--- config.mk ---
export PLATFORM = sky130hd
export DESIGN_NAME = bcd_calendar
export DESIGN_NICKNAME = d
export VERILOG_FILES = /design/src/rtl/cal_pkg.sv /design/src/rtl/cal_bcd_step.sv /design/src/rtl/cal_month_len.sv /design/src/rtl/bcd_calendar.sv
export SDC_FILE = /design/constraint.sdc
export NUM_CORES = 1
export LEC_CHECK = 0
export ABC_AREA = 1
export BUFFER_PORTS_ARGS = -buffer_cell sky130_fd_sc_hd__buf_4
export CORE_MARGIN = 2
export CORE_UTILIZATION = 51
export DETAILED_ROUTE_END_ITERATION = 12
export GPL_TIMING_DRIVEN = 1
export PLACE_DENSITY = 0.78
export SLEW_MARGIN = 20
export SYNTH_ARGS = -nofsm -noshare
export SYNTH_HDL_FRONTEND = slang
export SYNTH_HIERARCHICAL = 1
export SYNTH_SLANG_ARGS = --single-unit
--- constraint.sdc ---
create_clock -name clk_i -period 2.4 [get_ports clk_i]
set_clock_uncertainty 0.1 [all_clocks]
set_input_delay 0.48 -clock clk_i [delete_from_list [all_inputs] [get_ports clk_i]]
set_output_delay 0.48 -clock clk_i [all_outputs]
set_load 0.02 [all_outputs]
--- src/rtl/cal_pkg.sv ---
package cal_pkg;
  localparam int unsigned FIELD_W    = 8;
  localparam int unsigned NUM_FIELDS = 8;
  localparam int unsigned TIME_W     = FIELD_W * NUM_FIELDS;

  localparam int unsigned F_SEC   = 0;
  localparam int unsigned F_MIN   = 1;
  localparam int unsigned F_HOUR  = 2;
  localparam int unsigned F_WDAY  = 3;
  localparam int unsigned F_DATE  = 4;
  localparam int unsigned F_MONTH = 5;
  localparam int unsigned F_YEAR  = 6;
  localparam int unsigned F_CENT  = 7;

  typedef logic [FIELD_W-1:0] bcd_t;

  function automatic bcd_t field_first(int unsigned idx);
    return (idx == F_WDAY || idx == F_DATE || idx == F_MONTH) ? 8'h01 : 8'h00;
  endfunction

  // fixed wrap points; date limit comes from the month length logic
  function automatic bcd_t field_last(int unsigned idx);
    case (idx)
      F_SEC, F_MIN:   return 8'h59;
      F_HOUR:         return 8'h23;
      F_WDAY:         return 8'h07;
      F_DATE:         return 8'h31;
      F_MONTH:        return 8'h12;
      default:        return 8'h99;
    endcase
  endfunction
endpackage

--- src/rtl/cal_bcd_step.sv ---
module cal_bcd_step
  import cal_pkg::*;
#(
  parameter bcd_t FIRST = 8'h00
) (
  input  bcd_t val_i,
  input  bcd_t last_i,
  output bcd_t nxt_o,
  output logic wrap_o
);
  always_comb begin
    wrap_o = (val_i == last_i);
    if (wrap_o)
      nxt_o = FIRST;
    else if (val_i[3:0] >= 4'h9)
      nxt_o = {val_i[7:4] + 4'h1, 4'h0};
    else
      nxt_o = {val_i[7:4], val_i[3:0] + 4'h1};
  end
endmodule

--- src/rtl/cal_month_len.sv ---
module cal_month_len
  import cal_pkg::*;
(
  input  bcd_t       month_i,
  input  logic       year_tens_lsb_i,
  input  logic [3:0] year_ones_i,
  output bcd_t       last_o
);
  logic [1:0] mod4;
  logic       leap;

  // 10*t + u mod 4 == (2*t[0] + u) mod 4
  always_comb begin
    mod4 = year_ones_i[1:0] + {year_tens_lsb_i, 1'b0};
    leap = (mod4 == 2'b00);
    case (month_i)
      8'h02:                      last_o = leap ? 8'h29 : 8'h28;
      8'h04, 8'h06, 8'h09, 8'h11: last_o = 8'h30;
      default:                    last_o = 8'h31;
    endcase
  end
endmodule

--- src/rtl/bcd_calendar.sv ---
module bcd_calendar
  import cal_pkg::*;
#(
  parameter logic [TIME_W-1:0] RESET_TIME = 64'h2000_0101_0100_0000
) (
  input  logic              clk_i,
  input  logic              rst_ni,
  input  logic              tick_i,
  input  logic              run_i,
  input  logic              load_i,
  input  logic [TIME_W-1:0] load_val_i,
  output logic [TIME_W-1:0] time_o
);
  logic [TIME_W-1:0] time_q;
  bcd_t cur  [NUM_FIELDS];
  bcd_t nxt  [NUM_FIELDS];
  bcd_t lim  [NUM_FIELDS];
  logic [NUM_FIELDS-1:0] wrap;
  logic [NUM_FIELDS-1:0] en;
  bcd_t month_last;
  logic unused_wrap;

  cal_month_len u_month_len (
    .month_i        (cur[F_MONTH]),
    .year_tens_lsb_i(cur[F_YEAR][4]),
    .year_ones_i    (cur[F_YEAR][3:0]),
    .last_o         (month_last)
  );

  for (genvar i = 0; i < NUM_FIELDS; i++) begin : g_field
    assign cur[i] = time_q[i*FIELD_W +: FIELD_W];
    cal_bcd_step #(.FIRST(field_first(i))) u_step (
      .val_i (cur[i]),
      .last_i(lim[i]),
      .nxt_o (nxt[i]),
      .wrap_o(wrap[i])
    );
  end

  always_comb begin
    for (int unsigned i = 0; i < NUM_FIELDS; i++) lim[i] = field_last(i);
    lim[F_DATE] = month_last;
  end

  // carry chain; weekday and date both hang off the midnight carry
  always_comb begin
    en[F_SEC]   = tick_i & run_i;
    en[F_MIN]   = en[F_SEC]   & wrap[F_SEC];
    en[F_HOUR]  = en[F_MIN]   & wrap[F_MIN];
    en[F_WDAY]  = en[F_HOUR]  & wrap[F_HOUR];
    en[F_DATE]  = en[F_HOUR]  & wrap[F_HOUR];
    en[F_MONTH] = en[F_DATE]  & wrap[F_DATE];
    en[F_YEAR]  = en[F_MONTH] & wrap[F_MONTH];
    en[F_CENT]  = en[F_YEAR]  & wrap[F_YEAR];
  end

  assign unused_wrap = wrap[F_WDAY] ^ wrap[F_CENT];

  always_ff @(posedge clk_i or negedge rst_ni) begin
    if (!rst_ni) begin
      time_q <= RESET_TIME;
    end else if (load_i) begin
      time_q <= load_val_i;
    end else begin
      for (int unsigned i = 0; i < NUM_FIELDS; i++)
        if (en[i]) time_q[i*FIELD_W +: FIELD_W] <= nxt[i];
    end
  end

  assign time_o = time_q;
endmodule

==> summary.md, run 1 <==
| Metric | Value |
|---|---|
| Setup TNS | 0 ns |
| Share of cells above drive strength 1 | 17.46% |
| Mapped Cells | 1105 |
| GR Layer Usage met2 | 44.56% |
| Tmin final | 2.133 ns |
| Period utilization | 88.87% |
| DRT iter0 DRCs | 469 |
| Number of diodes | 0 |
| Power Density | 657.6 nW/um^2 |
| Slew @ Worst Pin | 0.8773 ns |
| DRT Wirelength | 16590 um |
| Initial core utilization | 52.09% |
| Met1 Usage GRT | 31.12% |
| Pin count of the biggest net entering global routing | 65 |
| Nets | 1465 |
| Post-route DRC | 0 |
| Core area | 12570 um^2 |
| Max-slew violation count | 0 |
| Total iterations of the first detailed-routing run | 7 |
| Die H | 117.3 um |
| Wirelength per Cell | 10.76 um |
| Clk slew on worst S/H paths | 0.06 ns |
| Final setup viols | 0 |
| CTS Buf Count | 9 |
| Crit path capture type | register |
| Worst VDD drop | 0.0003584 V |
| Synth Area per Inst | 5.924 um^2 |
| Req. time, crit path | 2.52 ns |
| Distinct cells, synth | 36 |
| Vias/cell | 4.626 |
| Setup WS pre-CTS | 0.1952 ns |
| I/O pin count | 133 |
| Vias in the first global route | 6208 |
| Total die area | 13760 um^2 |
| Tightest Hold Check Type | primary input to async pin |
| Yosys warns | 6 |
| Gpl congestion | 0.8607 |
| Total leakage power | 5.073 nW |
| CTS max path bufs | 2 |
| Total track usage | 24.80% |
| # rows | 41 |
| # H-tree levels | 3 |
| RSZ-0062 raised after global routing | no |
| Setup ws final | 0.2672 ns |
| Detail Placement HPWL | 12230 um |
| Crit start category | register |
| Global-route wire length before repair | 27610 um |
| P&R area growth vs syn | 31.38% |
| Finished Layout Cells | 1541 |
| ANT nets after route | 0 |
| CP arrival | 2.25 ns |
| Max Fclk | 468.9 MHz |
| Total gr overflow | 0 |
| Worst-path fanout max | 8 |
| Met3 Use GR | 2.935% |
| Post-route cell area | 8601 um^2 |
| CTS Root Cell | clkbuf_16 |
| Clk sinks | 64 |
| Placed cell area | 8232 um^2 |
| Vias post-DR | 7129 |
| Initial antenna violation count | 0 |
| Status | complete, no violations |
| Most Used Layer, Global Route | met2 |
| Post-synthesis sequential area ratio | 24.54% |
| Post-Syn Area | 6546 um^2 |
| Final Hold Fails | 0 |
| Critical Setup Path Class | register to register |
| Port Buffer Count | 132 |
| # Max-Cap Violations | 0 |
| FF+latch count, synth | 64 |
| Max reg flops | 64 |
| CTS tree | yes |
| Max-slew headroom | 41.52% |
| Die Wd | 117.3 um |
| Clock Latency Late Sink | 0.34 ns |
| # placed instances | 1522 |
==> cell families after synthesis <==
kind of cell	after synthesis	share of synthesized area (%)
AND/OR/NAND/NOR	690	43.73
multiplexers	8	1.223
flip-flops	64	24.54
adder cells (fa/ha/maj)	32	6.116
XOR/XNOR	25	3.345
other	4	0.2293
AO/OA/AOI/OAI	89	8.543
buffers and inverters	193	12.27
==> path summary, 6_finish.rpt <==
check / start / end / slack (ns) / cells past startpoint
min reg2reg: time_o[61] / time_o[61] / 0.42 / 2
max in group asynchronous: rst_ni / time_o[12] / 1.46 / 1
max reg2reg: time_o[40] / time_o[56] / 0.27 / 15
min: rst_ni / time_o[59] / 0.16 / 1
min in group clk_i: load_val_i[32] / time_o[32] / 0.28 / 3
max: time_o[40] / time_o[56] / 0.27 / 15
==> cells in the final DEF (no fill, tap or decap), types with 2 or more instances in the layout <==
cell type  count
buf_12         2
nor2_2         3
bufinv_16      2
o21ai_2        9
clkbuf_16      9
dfstp_2        4
xor2_1        20
a31oi_1       32
inv_2          9
or2_2          9
nand2_2       10
dfrtp_1       60
o211ai_1       8
ha_1          32
nor3_1         8
o21ai_0       26
xnor2_1        5
clkinv_2       3
nand2_8        2
conb_1       117
nand3b_1       3
buf_4        161
nand2_1      445
inv_1        155
o21a_1         8
nand3_1       21
a21oi_1        5
mux2i_1        8
nand4_1       17
nor2_1       158
nor2_4         9
==> Yosys cell counts, drive strengths merged <==
cell type / number / area, um^2
nand2: 457 / 1764
nor2: 170 / 708.2
inv: 164 / 615.6
dfrtp: 60 / 1501
o21ai: 36 / 214.0
a31oi: 32 / 200.2
ha: 32 / 400.4
buf: 29 / 187.7
nand3: 23 / 125.1
xor2: 20 / 175.2
nand4: 19 / 140.1
or2: 10 / 62.56
mux2i: 8 / 80.08
nor3: 8 / 40.04
o211ai: 8 / 60.06
o21a: 8 / 60.06
a21oi: 5 / 25.02
xnor2: 5 / 43.79
conb: 4 / 15.01
dfstp: 4 / 105.1
nand3b: 3 / 22.52
==> metal layers <==
metal  up-vias  wire length [um]
li1       3761                 -
met1      3192              7645
met2       158              8044
met3        18               683
met4         0               214
met5         -                 0
==> power breakdown <==
group	internal (W)	leakage (nW)	switching (W)
registers	0.00128	0.751	0.000337
clock network	0.000932	0.158	0.000506
logic	0.00110	4.16	0.00150
==> per-stage QoR <==
stage	hold WS, ns	utilization, %	total power, W
after floorplan	0.08441	-	0.003351
after global placement	0.4182	65.50	0.004154
after detailed placement	0.4140	65.50	0.004203
after CTS	0.1844	68.05	0.005655
after global routing	0.2389	68.43	0.006126
final	0.1557	68.43	0.005656
==> final cells by class <==
class                           instances  area (um^2)
Timing Repair Buffer                  164         1260
Inverter                              164        615.6
Fill cell                            1204         3968
Clock buffer                           10        239.0
Tap cell                              172        215.2
Clock inverter                          6        82.58
Sequential cell                        64         1607
Multi-Input combinational cell        961         4582
==> worst max-delay path: stages, from the launching register on <==
cell and delay, ns:
dfstp_2 0.57, nand2_1 0.06, nor2_1 0.10, nand2_1 0.07, nand3_2 0.06, nand2_1 0.06
nand2_1 0.06, nand2_1 0.05, nor2_1 0.07, nand2_1 0.10, nor2_4 0.12, nand4_4 0.15
nand2_8 0.16, nand3_4 0.13, nand2_1 0.10, nand2_1 0.06
==> what timing repair did <==
item | in CTS | in global routing
endpoints found under the hold margin | 0 | 0
resized for setup | 0 | 5
hold buffers | 0 | 0
endpoints found under the setup margin | 0 | 16
buffers inserted | 0 | 3
No activity file was read; power rests on OpenSTA's default activity.
==> inputs of run 2 (changes only) <==
Settings changed: CORE_ASPECT_RATIO set to 0.5, GPL_TIMING_DRIVEN 1 to 0.
==> run 2 against run 1 <==
Compared with the run above:
- clock-buffer cell count decreased by 1
- die area increased by 0.40%
- fmax decreased by 5.8%
- sequential share of layout area decreased by 0.22 points
- flip-flop and latch count unchanged
- via count increased by 1.1%
- non-clock buffer count increased by 22
- worst hold slack got worse by 0.015 ns
- global-route usage increased by 0.43 points
==> summary.md, run 2 (synthesized netlist as in run 1, its figures left out) <==
| Metric | Value |
|---|---|
| Status | complete, no violations |
| Total die area | 13810 um^2 |
| Fin util | 69.81% |
| Post-route cell area | 8790 um^2 |
| Core area | 12590 um^2 |
| Req. time, crit path | 2.52 ns |
| I/O pin count | 133 |
| Crit. Startpoint | time_o[43] |
| FF/Latch Area | 1623 um^2 |
| Die H | 84.11 um |
| Total leakage power | 5.146 nW |
| Vias/cell | 4.616 |
| Placed cell area | 8174 um^2 |
| Slew @ Worst Pin | 0.8940 ns |
| Number of diodes | 0 |
| Crit start category | register |
| R2R depth | 15 |
| Detail Placement HPWL | 12530 um |
| Max-slew violation count | 0 |
| Pint | 0.003313 W |
| Filler Cells Inserted | 1123 |
| Final Hold Fails | 0 |
| Final setup viols | 0 |
| Worst VDD drop | 0.0004512 V |
| # H-tree levels | 3 |
| Total track usage | 25.23% |
| Nets | 1487 |
| CTS max path bufs | 2 |
| Crit path capture type | register |
| # Max-Cap Violations | 0 |
| CTS Buf Count | 9 |
| Clk sinks | 64 |
| Period utilization | 94.30% |
| # rows | 29 |
| Tmin final | 2.263 ns |
| CTS Root Cell | clkbuf_16 |
| Share of cells above drive strength 1 | 20.13% |
| P&R area growth vs syn | 34.27% |
| DRT iter0 DRCs | 408 |
| Total gr overflow | 0 |
| Wirelength per Cell | 10.98 um |
| Pin count of the biggest net entering global routing | 65 |
| ANT nets after route | 0 |
| Critical Setup Path Class | register to register |
| Area used by multi-input combinational logic | 4621 um^2 |
| Max Fclk | 441.9 MHz |
| Vias post-DR | 7205 |
| RSZ-0062 raised after global routing | yes |
| Initial antenna violation count | 0 |
| Seq pwr share | 29.4% |
| Switching pwr | 0.002378 W |
| Clock power share | 25.2% |
| WHS | 0.1410 ns |
| Post-route DRC | 0 |
| Clk slew on worst S/H paths | 0.06 ns |
| Global-route wire length before repair | 28860 um |
| Initial core utilization | 51.99% |
| Most common cell after layout, fill and taps aside | nand2_1 |
| Total iterations of the first detailed-routing run | 8 |
| Max-slew headroom | 40.40% |
| Die Wd | 164.2 um |
| Switch share | 41.79% |
| Port Buffer Count | 132 |
| DRT Wirelength | 17140 um |
| Gpl congestion | 0.8764 |
| Worst-path fanout max | 11 |
| Vias in the first global route | 6379 |
| Power Density | 647.4 nW/um^2 |
| Commonest non-fill, non-tap cells in the layout | nand2_1, buf_4, nor2_1 |
| CTS tree | yes |
| Setup TNS | 0 ns |
| Max reg flops | 64 |
| Worst flop-to-flop path startpoint | time_o[43] |
| Tightest Hold Check Type | primary input to async pin |
| CP arrival | 2.38 ns |
| Clock Latency Late Sink | 0.33 ns |
| Gate power share | 45.4% |
[run 2: cell types whose count changed in the layout (fill, tap and decap cells not counted), sizes merged]
cell / before / now
clkinvlp: 1 / 3
clkinv: 3 / 2
buf: 164 / 185
[run 2: metal layers]
metal / GRT usage [%] / part of all wire (%)
met2: 42.94 / 47
met3: 4.769 / 4.8
met4: 5.423 / 0.81
met5: 0 / 0
met1: 33.45 / 48
[run 2: layout make-up]
cell class | count | area share [%]
buffer | 28 | 2.192
timing repair buffer | 158 | 13.69
inverter | 164 | 7.004
sequential | 64 | 18.46
tap | 170 | 2.420
clock buffer | 9 | 2.562
multi-input combinational | 961 | 52.57
clock inverter | 7 | 1.096
[run 2: worst paths after layout]
| check | to | slack [ns] |
|---|---|---|
| max in group asynchronous | time_o[52] | 1.38 |
| max reg2reg | time_o[53] | 0.14 |
| min | time_o[29] | 0.14 |
| min in group clk_i | time_o[32] | 0.30 |
| min reg2reg | time_o[52] | 0.42 |
| max | time_o[53] | 0.14 |
[run 2: what timing repair did]
action	CTS	global route
pin swaps	2	10
hold buffers	0	0
resized for setup	7	23
gates cloned	0	1
buffers inserted	2	23
setup endpoints to repair	24	54
[run 2: power groups by stage]
| stage | Sequential, W | Combinational (W) | Clock, W |
|---|---|---|---|
| 5_1_grt | 0.00172 | 0.00294 | 0.00150 |
| 3_5_place_dp | 0.00171 | 0.00242 | 0 |
| 4_1_cts | 0.00170 | 0.00243 | 0.00145 |
| 3_3_place_gp | 0.00170 | 0.00236 | 0 |
| 2_1_floorplan | 0.00185 | 0.00150 | 0 |
| 6_report | 0.00167 | 0.00259 | 0.00143 |
[run 2: worst max-delay path, cell delays in order (launching register included)]
cell     delay (ns)
dfrtp_2        0.48
nor2_2         0.18
nand4_1        0.14
nand3_2        0.10
nand2_2        0.06
nand2_1        0.07
nand2_1        0.05
nor2_1         0.10
nand2_1        0.10
nor2_4         0.13
nand4_4        0.13
nand2_8        0.15
nand2_8        0.09
buf_12         0.15
nand2_2        0.05
o21ai_2        0.05
[run 2: per-stage QoR]
stage	worst slack (ns)	std cells	total power (W)
after detailed placement	-0.2779	1520	0.004123
after global placement	-0.2565	1520	0.004055
after floorplan	0.03896	1218	0.003351
after CTS	0.01725	1538	0.005580
final	0.1369	1561	0.005691
after global routing	-0.03829	1561	0.006160
==> inputs of run 3 (changes only) <==
Settings changed: CORE_UTILIZATION 51 to 48, SYNTH_HIERARCHICAL 1 to not set.
==> run 3 against run 2 <==
Compared with the run above:
- the run now ends with negative setup slack left
- register-to-register slack worse by 0.23 ns
- sequential share of layout area rose by 6.9 points
- sequential power is essentially flat
- fmax shrank 9.2%
- wire length fell by 20%
- total power fell by 18%
- clock-buffer cell count is 3 higher
- highest routed layer unchanged
- cell count down 41%
- critical path depth up 2
- clock power is 16% lower
- largest cell class unchanged
- worst hold slack worse by 0.011 ns
==> summary.md, run 3 <==
| Metric | Value |
|---|---|
| Status | complete, but fails checks |
| Violated checks | negative setup slack |
| Most common cell after layout, fill and taps aside | nand2_1 |
| # placed instances | 890 |
| Synth Area per Inst | 7.453 um^2 |
| Period utilization | 103.9% |
| Switch share | 40.11% |
| CP arrival | 2.66 ns |
| Final Hold Fails | 0 |
| Setup ws final | -0.09247 ns |
| Core area | 9415 um^2 |
| Count leader, synth | nand2_1 |
| Global-route wire length before repair | 21290 um |
| Share of cells above drive strength 1 | 29.52% |
| Total leakage power | 3.213 nW |
| R2R setup slack | -0.09 ns |
| Detail Placement HPWL | 9566 um |
| Finished Layout Cells | 921 |
| Vias post-DR | 4826 |
| Family with the most delay on the worst path | simple AND/OR/NAND/NOR gates |
| Initial core utilization | 49.40% |
| Cell Chain, Critical Path | inv_4 > ha_4 > inv_2 > nand2_1 > nand2_1 > nand2_1 > nand2_2 > nand3_2 > nand2_2 > nand3_4 > nor2_4 > nor2_4 > nor2_4 > buf_8 > buf_4 > nand2_1 > o21ai_1 |
| Mapped Cells | 624 |
| Yosys top cell area share | 32.28% |
| Max Fclk | 401.2 MHz |
| Total power | 0.004660 W |
| ANT nets after route | 0 |
| Clock Latency Late Sink | 0.34 ns |
| Worst VDD drop | 0.0003853 V |
| CTS max path bufs | 2 |
| Number of diodes | 0 |
| Tmin final | 2.492 ns |
| Total track usage | 26.07% |
| Pint | 0.002791 W |
| Gpl congestion | 0.8520 |
| Vias in the first global route | 4455 |
| Number of enable flip-flop cells after synthesis | 0 |
| Crit start category | register |
| I/O pin count | 133 |
| Post-route DRC | 0 |
| Most used cell, CP | nand2_1 |
| Yosys warns | 0 |
| Clk sinks | 64 |
| Post-synth top area cell | dfrtp_1 |
| Max reg flops | 64 |
| FF+latch count, synth | 64 |
| Nets | 892 |
| Final setup viols | 21 |
| Commonest non-fill, non-tap cells in the layout | nand2_1, buf_4, inv_1 |
| P&R area growth vs syn | 36.13% |
| RSZ-0062 raised after global routing | yes |
| Tightest Hold Check Type | primary input to async pin |
| Synth top area cells | dfrtp_1, nand2_1, ha_1 |
| Switching pwr | 0.001869 W |
| Most frequent cells after synthesis | nand2_1, inv_1, o21ai_0 |
| DRT Wirelength | 13760 um |
| CTS Buf Count | 9 |
| Die Wd | 143.2 um |
| Seq pwr share | 35.3% |
| Power Density | 736.1 nW/um^2 |
| # rows | 25 |
| CTS Root Cell | clkbuf_16 |
| Gate power share | 38.9% |
| Post-synthesis sequential area ratio | 34.54% |
| Die H | 73.60 um |
| CTS tree | yes |
| Filler Cells Inserted | 819 |
| Post-Syn Area | 4651 um^2 |
| Total die area | 10540 um^2 |
| Max-slew headroom | 43.43% |
| Distinct cells, synth | 41 |
| Port Buffer Count | 131 |
| # Max-Cap Violations | 0 |
| Total iterations of the first detailed-routing run | 5 |
| Mapped Nets | 735 |
| Req. time, crit path | 2.56 ns |
| Slowest CP cell | dfstp_2 |
| Hold_buf cts | 0 |
| DRT iter0 DRCs | 395 |
| Clock power share | 25.8% |
| Initial antenna violation count | 0 |
| Buf+Inv Stages, Crit Path | 4 |
| Crit path capture type | register |
| Worst-path fanout max | 5 |
| Crit-path max cell delay | 0.59 ns |
| Vias/cell | 5.240 |
| Pin count of the biggest net entering global routing | 65 |
| Wirelength per Cell | 14.94 um |
| Clk slew on worst S/H paths | 0.06 ns |
| Slew @ Worst Pin | 0.8485 ns |
| Critical Setup Path Class | register to register |
| Setup WS pre-CTS | -0.05784 ns |
| Max-slew violation count | 0 |
| Total gr overflow | 0 |
| Asr flop ratio synth | 100.0% |
| Dominant synthesized flop cell | dfrtp_1 |
| # H-tree levels | 3 |
==> run 3: cell types whose count changed after synthesis, sizes merged, moves of 10 or more <==
cell,delta
o21ai,+29
nand2,-272
nand3,+23
a21oi,+13
buf,-21
nor2,-126
a31oi,-28
inv,-92
ha,+10
==> run 3: layout make-up <==
type,count,area (um^2),share of cell area (%)
clock buffer,12,246.5,3.893
tap,135,168.9,2.668
clock inverter,4,20.02,0.3162
inverter,72,275.3,4.348
sequential,64,1608,25.40
timing repair buffer,146,1114,17.59
multi-input combinational,473,2814,44.45
buffer,15,85.08,1.344
==> run 3: logic make-up after synthesis <==
family,Yosys count,synth area share (%)
DFF,64,34.54
adders and majority gates,42,11.30
and+or+nand+nor,303,29.57
buffers and inverters,87,7.694
AOI/OAI and AO/OA,105,12.56
xor gates and xnor gates,23,4.332
==> run 3: what timing repair did <==
action                                  4_1_cts  5_1_grt
buffers inserted                              2       12
endpoints found under the hold margin         0        0
endpoints found under the setup margin       13       40
pin swaps                                     1       14
resized for setup                             3       38
gates cloned                                  0        1
==> run 3: final timing paths <==
| check | end | start | depth (start not counted) |
|---|---|---|---|
| setup / recovery | time_o[41] | time_o[40] | 17 |
| hold / removal | time_o[8] | rst_ni | 1 |
| setup reg to reg | time_o[41] | time_o[40] | 17 |
| hold reg to reg | time_o[61] | time_o[61] | 2 |
| max in group asynchronous | time_o[41] | rst_ni | 1 |
| min in group clk_i | time_o[34] | load_val_i[34] | 3 |
==> run 3: routing by layer <==
layer,vias to the layer above,routed length (um),GRT usage [%]
met5,-,0,0
met4,0,211,7.701
met3,21,755,6.454
met2,129,6639,43.97
met1,2312,6152,33.67
li1,2364,-,-
==> run 3: power by group through the flow <==
| stage | Sequential, W | Clock, W | Combinational [W] |
|---|---|---|---|
| after floorplan | 0.00182 | 0 | 0.000804 |
| after global placement | 0.00163 | 0 | 0.00164 |
| after detailed placement | 0.00164 | 0 | 0.00170 |
| after CTS | 0.00162 | 0.00122 | 0.00173 |
| after global routing | 0.00168 | 0.00125 | 0.00202 |
| final | 0.00164 | 0.00120 | 0.00181 |
==> run 3: stage by stage <==
stage	setup TNS, ns	hold slack [ns]	util (%)	instance area (um^2)
3_3_place_gp	-0.06391	0.3917	61.63	5803
6_report	-1.024	0.1302	67.24	6331
4_1_cts	0	0.1768	64.76	6097
2_1_floorplan	0	0.08441	-	4651
3_5_place_dp	-0.5917	0.3996	61.63	5803
5_1_grt	-4.452	0.2180	67.24	6331
